[config.mk]
export PLATFORM = sky130hd
export DESIGN_NAME = sec_rtc_core
export DESIGN_NICKNAME = d
export VERILOG_FILES = /design/src/rtl/sec_rtc_pkg.sv /design/src/rtl/sec_rtc_prescaler.sv /design/src/rtl/sec_rtc_secs.sv /design/src/rtl/sec_rtc_wrsync.sv /design/src/rtl/sec_rtc_core.sv
export SDC_FILE = /design/constraint.sdc
export NUM_CORES = 1
export LEC_CHECK = 0
export BUFFER_PORTS_ARGS = -buffer_cell sky130_fd_sc_hd__clkbuf_2
export CAP_MARGIN = 30
export CORE_MARGIN = 2
export CORE_UTILIZATION = 61
export CTS_CLUSTER_SIZE = 14
export DETAILED_ROUTE_END_ITERATION = 10
export GPL_ROUTABILITY_DRIVEN = 0
export PLACE_DENSITY = 0.85
export SYNTH_ARGS = -nofsm -noshare
export SYNTH_HDL_FRONTEND = slang
export SYNTH_SLANG_ARGS = --single-unit
[constraint.sdc]
create_clock -name clk -period 3.1 [get_ports clk]
set_input_delay 0.62 -clock clk [delete_from_list [all_inputs] [get_ports clk]]
set_output_delay 0.62 -clock clk [all_outputs]
set_load 0.005 [all_outputs]
[src/rtl/sec_rtc_pkg.sv]
package sec_rtc_pkg;
  localparam int RTC_AW = 6;
  localparam int RTC_DW = 32;

  localparam logic [RTC_AW-1:0] OFS_CTRL    = 6'h00;
  localparam logic [RTC_AW-1:0] OFS_SEC     = 6'h04;
  localparam logic [RTC_AW-1:0] OFS_ALARM   = 6'h08;
  localparam logic [RTC_AW-1:0] OFS_RELOAD  = 6'h0C;
  localparam logic [RTC_AW-1:0] OFS_SCRATCH = 6'h34;

  localparam int B_RUN  = 0;
  localparam int B_AARM = 2;
  localparam int B_AIE  = 3;
  localparam int B_AFLG = 4;
  localparam int B_HIE  = 5;
  localparam int B_HFLG = 6;
  localparam int B_RDY  = 7;

  typedef struct packed {
    logic hz_flag;
    logic hz_ie;
    logic al_flag;
    logic al_ie;
    logic al_arm;
    logic run;
  } ctrl_t;

  // Pack the control state into the software-visible word.
  function automatic logic [RTC_DW-1:0] ctrl_word(ctrl_t c, logic rdy);
    logic [RTC_DW-1:0] w;
    w         = '0;
    w[B_RUN]  = c.run;
    w[B_AARM] = c.al_arm;
    w[B_AIE]  = c.al_ie;
    w[B_AFLG] = c.al_flag;
    w[B_HIE]  = c.hz_ie;
    w[B_HFLG] = c.hz_flag;
    w[B_RDY]  = rdy;
    return w;
  endfunction

  // A sticky flag: a new event wins, and a write of 0 clears it.
  function automatic logic sticky_next(logic cur, logic set_ev, logic ctrl_wr, logic wbit);
    return set_ev | (cur & ~(ctrl_wr & ~wbit));
  endfunction

  function automatic logic [RTC_DW-1:0] sec_advance(logic [RTC_DW-1:0] s);
    return s + 32'd1;
  endfunction
endpackage

[src/rtl/sec_rtc_prescaler.sv]
module sec_rtc_prescaler #(
  parameter int W = 32
) (
  input  logic         clk,
  input  logic         rst_n,
  input  logic         run,
  input  logic [W-1:0] reload,
  output logic         tick
);
  logic [W-1:0] cnt_q;

  // The >= compare ends the period at once if reload is lowered mid-count.
  assign tick = run && (cnt_q >= reload);

  always_ff @(posedge clk or negedge rst_n) begin
    if (!rst_n)         cnt_q <= '0;
    else if (!run)      cnt_q <= '0;
    else if (tick)      cnt_q <= '0;
    else                cnt_q <= cnt_q + W'(1);
  end
endmodule

[src/rtl/sec_rtc_secs.sv]
module sec_rtc_secs
  import sec_rtc_pkg::*;
(
  input  logic              clk,
  input  logic              rst_n,
  input  logic              load,
  input  logic [RTC_DW-1:0] load_val,
  input  logic              tick,
  input  logic [RTC_DW-1:0] alarm_val,
  input  logic              alarm_arm,
  output logic [RTC_DW-1:0] sec_q,
  output logic              alarm_hit
);
  assign alarm_hit = alarm_arm && (sec_q == alarm_val);

  // A software load takes priority over a tick in the same cycle.
  always_ff @(posedge clk or negedge rst_n) begin
    if (!rst_n)     sec_q <= '0;
    else if (load)  sec_q <= load_val;
    else if (tick)  sec_q <= sec_advance(sec_q);
  end
endmodule

[src/rtl/sec_rtc_wrsync.sv]
module sec_rtc_wrsync #(
  parameter int CYC = 2
) (
  input  logic clk,
  input  logic rst_n,
  input  logic wr,
  output logic rdy
);
  localparam int CW = $clog2(CYC + 1);
  logic [CW-1:0] busy_q;

  assign rdy = (busy_q == '0);

  always_ff @(posedge clk or negedge rst_n) begin
    if (!rst_n)              busy_q <= '0;
    else if (wr)             busy_q <= CW'(CYC);
    else if (busy_q != '0)   busy_q <= busy_q - CW'(1);
  end
endmodule

[src/rtl/sec_rtc_core.sv]
module sec_rtc_core
  import sec_rtc_pkg::*;
#(
  parameter int PRESC_W  = 32,
  parameter int BUSY_CYC = 2
) (
  input  logic              clk,
  input  logic              rst_n,
  input  logic              bus_wr,
  input  logic [RTC_AW-1:0] bus_addr,
  input  logic [RTC_DW-1:0] bus_wdata,
  output logic [RTC_DW-1:0] bus_rdata,
  output logic              irq_o
);
  ctrl_t               ctrl_q;
  logic [RTC_DW-1:0]   alarm_q;
  logic [RTC_DW-1:0]   scratch_q;
  logic [PRESC_W-1:0]  reload_q;
  logic [RTC_DW-1:0]   sec_q;
  logic                tick;
  logic                alarm_hit;
  logic                wr_rdy;

  // Named write events for the checker.
  logic wr_ctrl, wr_sec, wr_alarm, wr_reload, wr_scratch;
  assign wr_ctrl    = bus_wr && (bus_addr == OFS_CTRL);
  assign wr_sec     = bus_wr && (bus_addr == OFS_SEC);
  assign wr_alarm   = bus_wr && (bus_addr == OFS_ALARM);
  assign wr_reload  = bus_wr && (bus_addr == OFS_RELOAD);
  assign wr_scratch = bus_wr && (bus_addr == OFS_SCRATCH);

  sec_rtc_prescaler #(.W(PRESC_W)) u_presc (
    .clk    (clk),
    .rst_n  (rst_n),
    .run    (ctrl_q.run),
    .reload (reload_q),
    .tick   (tick)
  );

  sec_rtc_secs u_secs (
    .clk       (clk),
    .rst_n     (rst_n),
    .load      (wr_sec),
    .load_val  (bus_wdata),
    .tick      (tick),
    .alarm_val (alarm_q),
    .alarm_arm (ctrl_q.al_arm),
    .sec_q     (sec_q),
    .alarm_hit (alarm_hit)
  );

  sec_rtc_wrsync #(.CYC(BUSY_CYC)) u_sync (
    .clk   (clk),
    .rst_n (rst_n),
    .wr    (bus_wr),
    .rdy   (wr_rdy)
  );

  always_ff @(posedge clk or negedge rst_n) begin
    if (!rst_n) begin
      ctrl_q <= '0;
    end else begin
      if (wr_ctrl) begin
        ctrl_q.run    <= bus_wdata[B_RUN];
        ctrl_q.al_arm <= bus_wdata[B_AARM];
        ctrl_q.al_ie  <= bus_wdata[B_AIE];
        ctrl_q.hz_ie  <= bus_wdata[B_HIE];
      end
      ctrl_q.hz_flag <= sticky_next(ctrl_q.hz_flag, tick, wr_ctrl, bus_wdata[B_HFLG]);
      ctrl_q.al_flag <= sticky_next(ctrl_q.al_flag, alarm_hit, wr_ctrl, bus_wdata[B_AFLG]);
    end
  end

  always_ff @(posedge clk or negedge rst_n) begin
    if (!rst_n) begin
      alarm_q   <= '0;
      scratch_q <= '0;
      reload_q  <= '0;
    end else begin
      if (wr_alarm)   alarm_q   <= bus_wdata;
      if (wr_scratch) scratch_q <= bus_wdata;
      if (wr_reload)  reload_q  <= bus_wdata[PRESC_W-1:0];
    end
  end

  always_comb begin
    case (bus_addr)
      OFS_CTRL:    bus_rdata = ctrl_word(ctrl_q, wr_rdy);
      OFS_SEC:     bus_rdata = sec_q;
      OFS_ALARM:   bus_rdata = alarm_q;
      OFS_RELOAD:  bus_rdata = RTC_DW'(reload_q);
      OFS_SCRATCH: bus_rdata = scratch_q;
      default:     bus_rdata = '0;
    endcase
  end

  assign irq_o = (ctrl_q.hz_flag & ctrl_q.hz_ie) | (ctrl_q.al_flag & ctrl_q.al_ie);
endmodule

Yosys cells after proc, flatten, opt, wreduce, memory -nomap -nowiden
Index checks and enable logic that the tools add are counted.
{ "word_totals": {"ff_bits": 168, "output_inout_bits": 33, "inputBits": 41} }
{ "classes": {"n_mux": 7, "magnitude_cmp": 1, "bitwise": 13, "reduce_logical": 12, "addsub": 3, "n_eq_ne": 5} }
{ "op_table": {"columns": ["op", "count"], "rows": [
  ["32-bit case mux with 5 select lines", 1],
  ["32-bit two-way mux", 4],
  ["32-bit by 1-bit adder with 32-bit output (second input constant)", 2],
  ["32-bit equality test", 1],
  ["32-bit >= comparator", 1],
  ["6-bit by 4-bit equality test with 1-bit output (second input constant)", 2],
  ["1-bit logical AND", 7],
  ["1-bit bitwise AND", 6],
  ["6-bit by 3-bit equality test with 1-bit output (second input constant)", 1],
  ["6-bit equality test (second input constant)", 1],
  ["6-bit zero test", 1],
  ["2-bit nonzero test", 3],
  ["2-bit two-way mux", 2],
  ["1-bit NOT", 4],
  ["1-bit OR", 3],
  ["2-bit zero test", 1],
  ["2-bit by 1-bit subtractor with 2-bit output (second input constant)", 1]
]} }

Depth between registers and ports, before layout
{ "logic_depth": {"word_depth": 6, "mapped_depth": 11, "depth_no_buf": 9} }

Cells and area by module
From an unflattened synthesis, not the netlist that was laid out.
{ "unflattened": {"cells_unflattened": 889, "area_unflattened_um2": 9524.1} }
{ "modules_own_cells": {"columns": ["mod", "seq_area_each_um2", "cells_per_inst", "n_inst", "area_each_um2"], "rows": [
  ["sec_rtc_core", 2552.4, 353, 1, 4799.6],
  ["sec_rtc_prescaler", 800.8, 267, 1, 2394.8],
  ["sec_rtc_secs", 800.8, 260, 1, 2234.6],
  ["sec_rtc_wrsync", 50.0, 9, 1, 95.1]
]} }

Worst setup path after synthesis
OpenSTA, ideal clock, no wires.
{ "synth_path": {"path_kind": "register -> register", "from": "reg u_presc.cnt_q[14]", "to": "reg u_secs.sec_q[19]", "stages_incl_launch_ff": 11, "required_time_ns": 2.963, "setup_slack_ns": 0.470, "synth_period_minus_slack_ns": 2.630, "setup_ns": 0.137, "arrival_time_ns": 2.493, "cell_sequence": "dfrtp_1 ha_1 nand4_1 a211o_1 o311a_1 a211o_1 buf_4 buf_2 a211oi_1 xnor2_1 a21oi_1"} }
{ "synth_between": {"elab_chain_len": 3} }
{ "synth_rtl": {"columns": ["item", "line_no", "text"], "rows": [
  ["from (decl)", "sec_rtc_prescaler.sv:10", "logic [W-1:0] cnt_q;"],
  ["from (signal assigned)", "sec_rtc_prescaler.sv:19", "else cnt_q <= cnt_q + W'(1);"],
  ["32-bit >= comparator", "sec_rtc_prescaler.sv:13", "assign tick = run && (cnt_q >= reload);"],
  ["1-bit logical AND", "sec_rtc_prescaler.sv:13", null],
  ["2-bit nonzero test (no line)", null, null],
  ["to (signal assigned)", "sec_rtc_secs.sv:19", "else if (load) sec_q <= load_val;"],
  ["to (signal assigned)", "sec_rtc_secs.sv:20", "else if (tick) sec_q <= sec_advance(sec_q);"],
  ["to (decl)", "sec_rtc_secs.sv:11", "output logic [RTC_DW-1:0] sec_q,"]
]} }
No other way between the ends.
A chain may end at the register's enable or synchronous reset.

Worst setup path after layout
{ "layout_path": {"from": "reg reload_q[14]", "to": "reg u_secs.sec_q[17]"} }
{ "layout_between": {"elab_chain_len": 3} }
{ "layout_rtl": {"columns": ["item", "line_no", "text"], "rows": [
  ["from (decl)", "sec_rtc_core.sv:18", "logic [PRESC_W-1:0] reload_q;"],
  ["from (signal assigned)", "sec_rtc_core.sv:82", "if (wr_reload) reload_q <= bus_wdata[PRESC_W-1:0];"],
  ["32-bit >= comparator", "sec_rtc_prescaler.sv:13", null],
  ["1-bit logical AND", "sec_rtc_prescaler.sv:13", null],
  ["2-bit nonzero test (no line)", null, null]
]} }
No other way between the ends.

==> flow_summary.toml <==
[worst_setup_path]
cp-end-kind = "flop"
crit_fanout = 15
criticalPathCategory = "reg -> reg"
worst_ep_arrival_time_ps = 3190
required_ps = 3380
cp-start-kind = "flop"

[detailed_routing]
drtPass1Iterations = 10
avgViaCountPerCell = 6.38
drc = 0
postRouteAntennaNets = 0
drt-total-wl_um = 23600
drt_iter0_drc = 827
wl_per_cell_um = 20.6
vias = 7335

[cells_and_area]
area_growth_pct = 13.7
num-nets-final = 1028
drive_gt1_share_pct = 25.7
n_antenna_cell = 0
fillers = 976
post-route-util_pct = 71.5

[global_route]
grt_pass1_vias = 7427
grt_max_degree = 65
grt_pass1_wl_um = 38300
grt_remaining_overflow = 0
antenna_found_initial = 1
grt_usage_pct = 30.5

[power]
pwr_density_cell_mw_per_mm2 = 604
ir_drop_mv = 0.411
leakage_nw = 4.83
power_mw = 6.30

[cts]
clock_latency_ps = 430
post_cts_resize_count = 0
cts_root_buffer = "clkbuf_16"
postCtsSetupBuffers = 0
cts_tree = "done"
cts_max_level = 4
cts_buffers = 17
max-clock-path-buffers = 2
ctsHoldBuffers = 0
cts_sinks = 168
clk_pin_slew_ps = 60

[die]
die_h_um = 127
core_mm2 = 0.0146
boundaryPins = 74
die_w_um = 127
start_util_pct = 62.9
rows = 44
die_area_mm2 = 0.0160

[run_status]
status = "finished clean"

[sta]
clock_skew_ps = 8.17
rsz0062_at_grt = "no"
tightest_slew_ps = 686
slew_headroom_pct = 54.3
finalSetupViolCount = 0
clock.fmax_mhz = 343
drv_slew = 0
min_period_ps = 2910
finalHoldViolCount = 0
tns_ps = 0
finalCritPeriodShare_pct = 93.9

[logic_synthesis]
async_reset_ff_share_pct = 100
synthCells = 882
synth.cell_area_mm2 = 0.00917
ys.flop_type = "dfrtp_1"
synth_edf_count = 0
syn_nets = 958
synth-seq-area-share_pct = 45.8
yosys_warnings = 0
synthDistinctLibCells = 49
synth-seq-cells = 168
syn_avg_cell_area_um2 = 10.4

[hold_path]
hold_path.class = "in -> async"

[placement]
port_buffers = 73
dp_hpwl_um = 16300

[job]
maxCapViolCount = 0
==> routing by layer <==
| layer | track usage (%) | vias up | part of all wire (%) |
|---|---|---|---|
| li1 | - | 3297 | - |
| met1 | 39.9 | 3659 | 41 |
| met2 | 50.2 | 325 | 49 |
| met3 | 6.58 | 52 | 7.6 |
| met4 | 11.7 | 2 | 2.5 |
| met5 | 0 | - | 0.055 |
==> synthesized netlist by cell type (all sizes together), types with 2 or more instances <==
cell type,count,area [um2]
a2111oi,8,139
a211o,4,35.0
a211oi,11,87.6
a21o,3,22.5
a21oi,47,235
a222oi,32,320
a22oi,8,60.1
a31oi,2,12.5
and3,8,50.1
and4,5,46.3
buf,13,56.3
clkbuf,34,128
dfrtp,168,4200
ha,35,438
inv,48,180
mux2,100,1130
nand2,94,353
nand2b,2,12.5
nand3,23,115
nand4,21,146
nor2,78,293
nor3,5,30.0
nor4,7,43.8
o2111ai,2,17.5
o211ai,3,22.5
o21ai,11,55.1
or2,2,15.0
or3,7,43.8
or4,3,26.3
xnor2,53,464
xor2,37,324
==> worst paths after layout <==
check,endpoint,depth (start not counted),slack (ps),startpoint
worst max-delay path,u_secs.sec_q[17],10,190,reload_q[14]
worst min-delay path,u_secs.sec_q[9],1,150,rst_n
worst max register to register,u_secs.sec_q[17],10,190,reload_q[14]
worst min register to register,u_sync.busy_q[1],1,510,u_sync.busy_q[1]
max in group asynchronous,ctrl_q[4],2,2210,rst_n
min in group clk,scratch_q[10],2,470,bus_wdata[10]
==> layout make-up <==
class                      count  area, um2  share of cell area, %
multi-input combinational    619       4620                   44.3
sequential                   168       4200                   40.3
timing repair buffer          98        622                   5.96
clock buffer                  19        453                   4.34
tap                          184        230                   2.21
inverter                      48        180                   1.73
clock inverter                13        121                   1.16
==> placed cells by master (no fill, tap or decap), drive strengths merged, types with 5 or more instances in the layout <==
cell / instances
a222oi: 32
nor4: 7
xnor2: 53
inv: 51
nand4: 21
o21ai: 11
ha: 35
and4: 5
dfrtp: 168
clkbuf: 91
a21oi: 47
nor3: 5
and3: 8
nor2: 78
mux2: 100
nand3: 23
a22oi: 8
a2111oi: 8
a211oi: 11
clkinv: 5
or3: 7
buf: 26
xor2: 37
nand2: 94
==> metrics by stage <==
| step | hold WS (ps) | cells | setup slack [ps] | instance area, um2 |
|---|---|---|---|---|
| after floorplan | 324 | 882 | 470 | 9170 |
| after global placement | 474 | 1117 | 325 | 9850 |
| after detailed placement | 484 | 1117 | 235 | 9850 |
| after CTS | 172 | 1149 | 215 | 10400 |
| after global routing | 181 | 1149 | 56.7 | 10400 |
| final | 152 | 1149 | 188 | 10400 |
==> power breakdown <==
group	switching, mW	internal, mW
Sequential	0.376	2.50
Clock	0.898	1.15
Combinational	0.771	0.600
Total	2.04	4.26
==> worst max-delay path, cell delays in order, from the launching register on <==
cell and delay [ps]:
dfrtp_1 390, inv_1 70, ha_1 290, nand4_1 160, a211o_1 300, o311a_1 360, a211o_1 280, buf_4 220
a2111oi_2 410, xnor2_1 170, a21oi_1 90
==> kinds of logic after synthesis <==
family                     after synthesis  share of synthesized area (%)
AOI/OAI and AO/OA                      137                           11.6
xor gates and xnor gates                90                           8.59
adders and majority gates               35                           4.77
buffers and inverters                   95                           3.97
DFF                                    168                           45.8
muxes                                  101                           12.4
and+or+nand+nor                        256                           12.9
==> state kept, by name, indices dropped and copies added (netlist names) <==
| register | flops |
|---|---|
| alarm_q | 32 |
| u_sync.busy_q | 2 |
| reload_q | 32 |
| ctrl_q | 6 |
| u_secs.sec_q | 32 |
| u_presc.cnt_q | 32 |
| scratch_q | 32 |
Note: power is estimated with default switching activity, not from simulation.
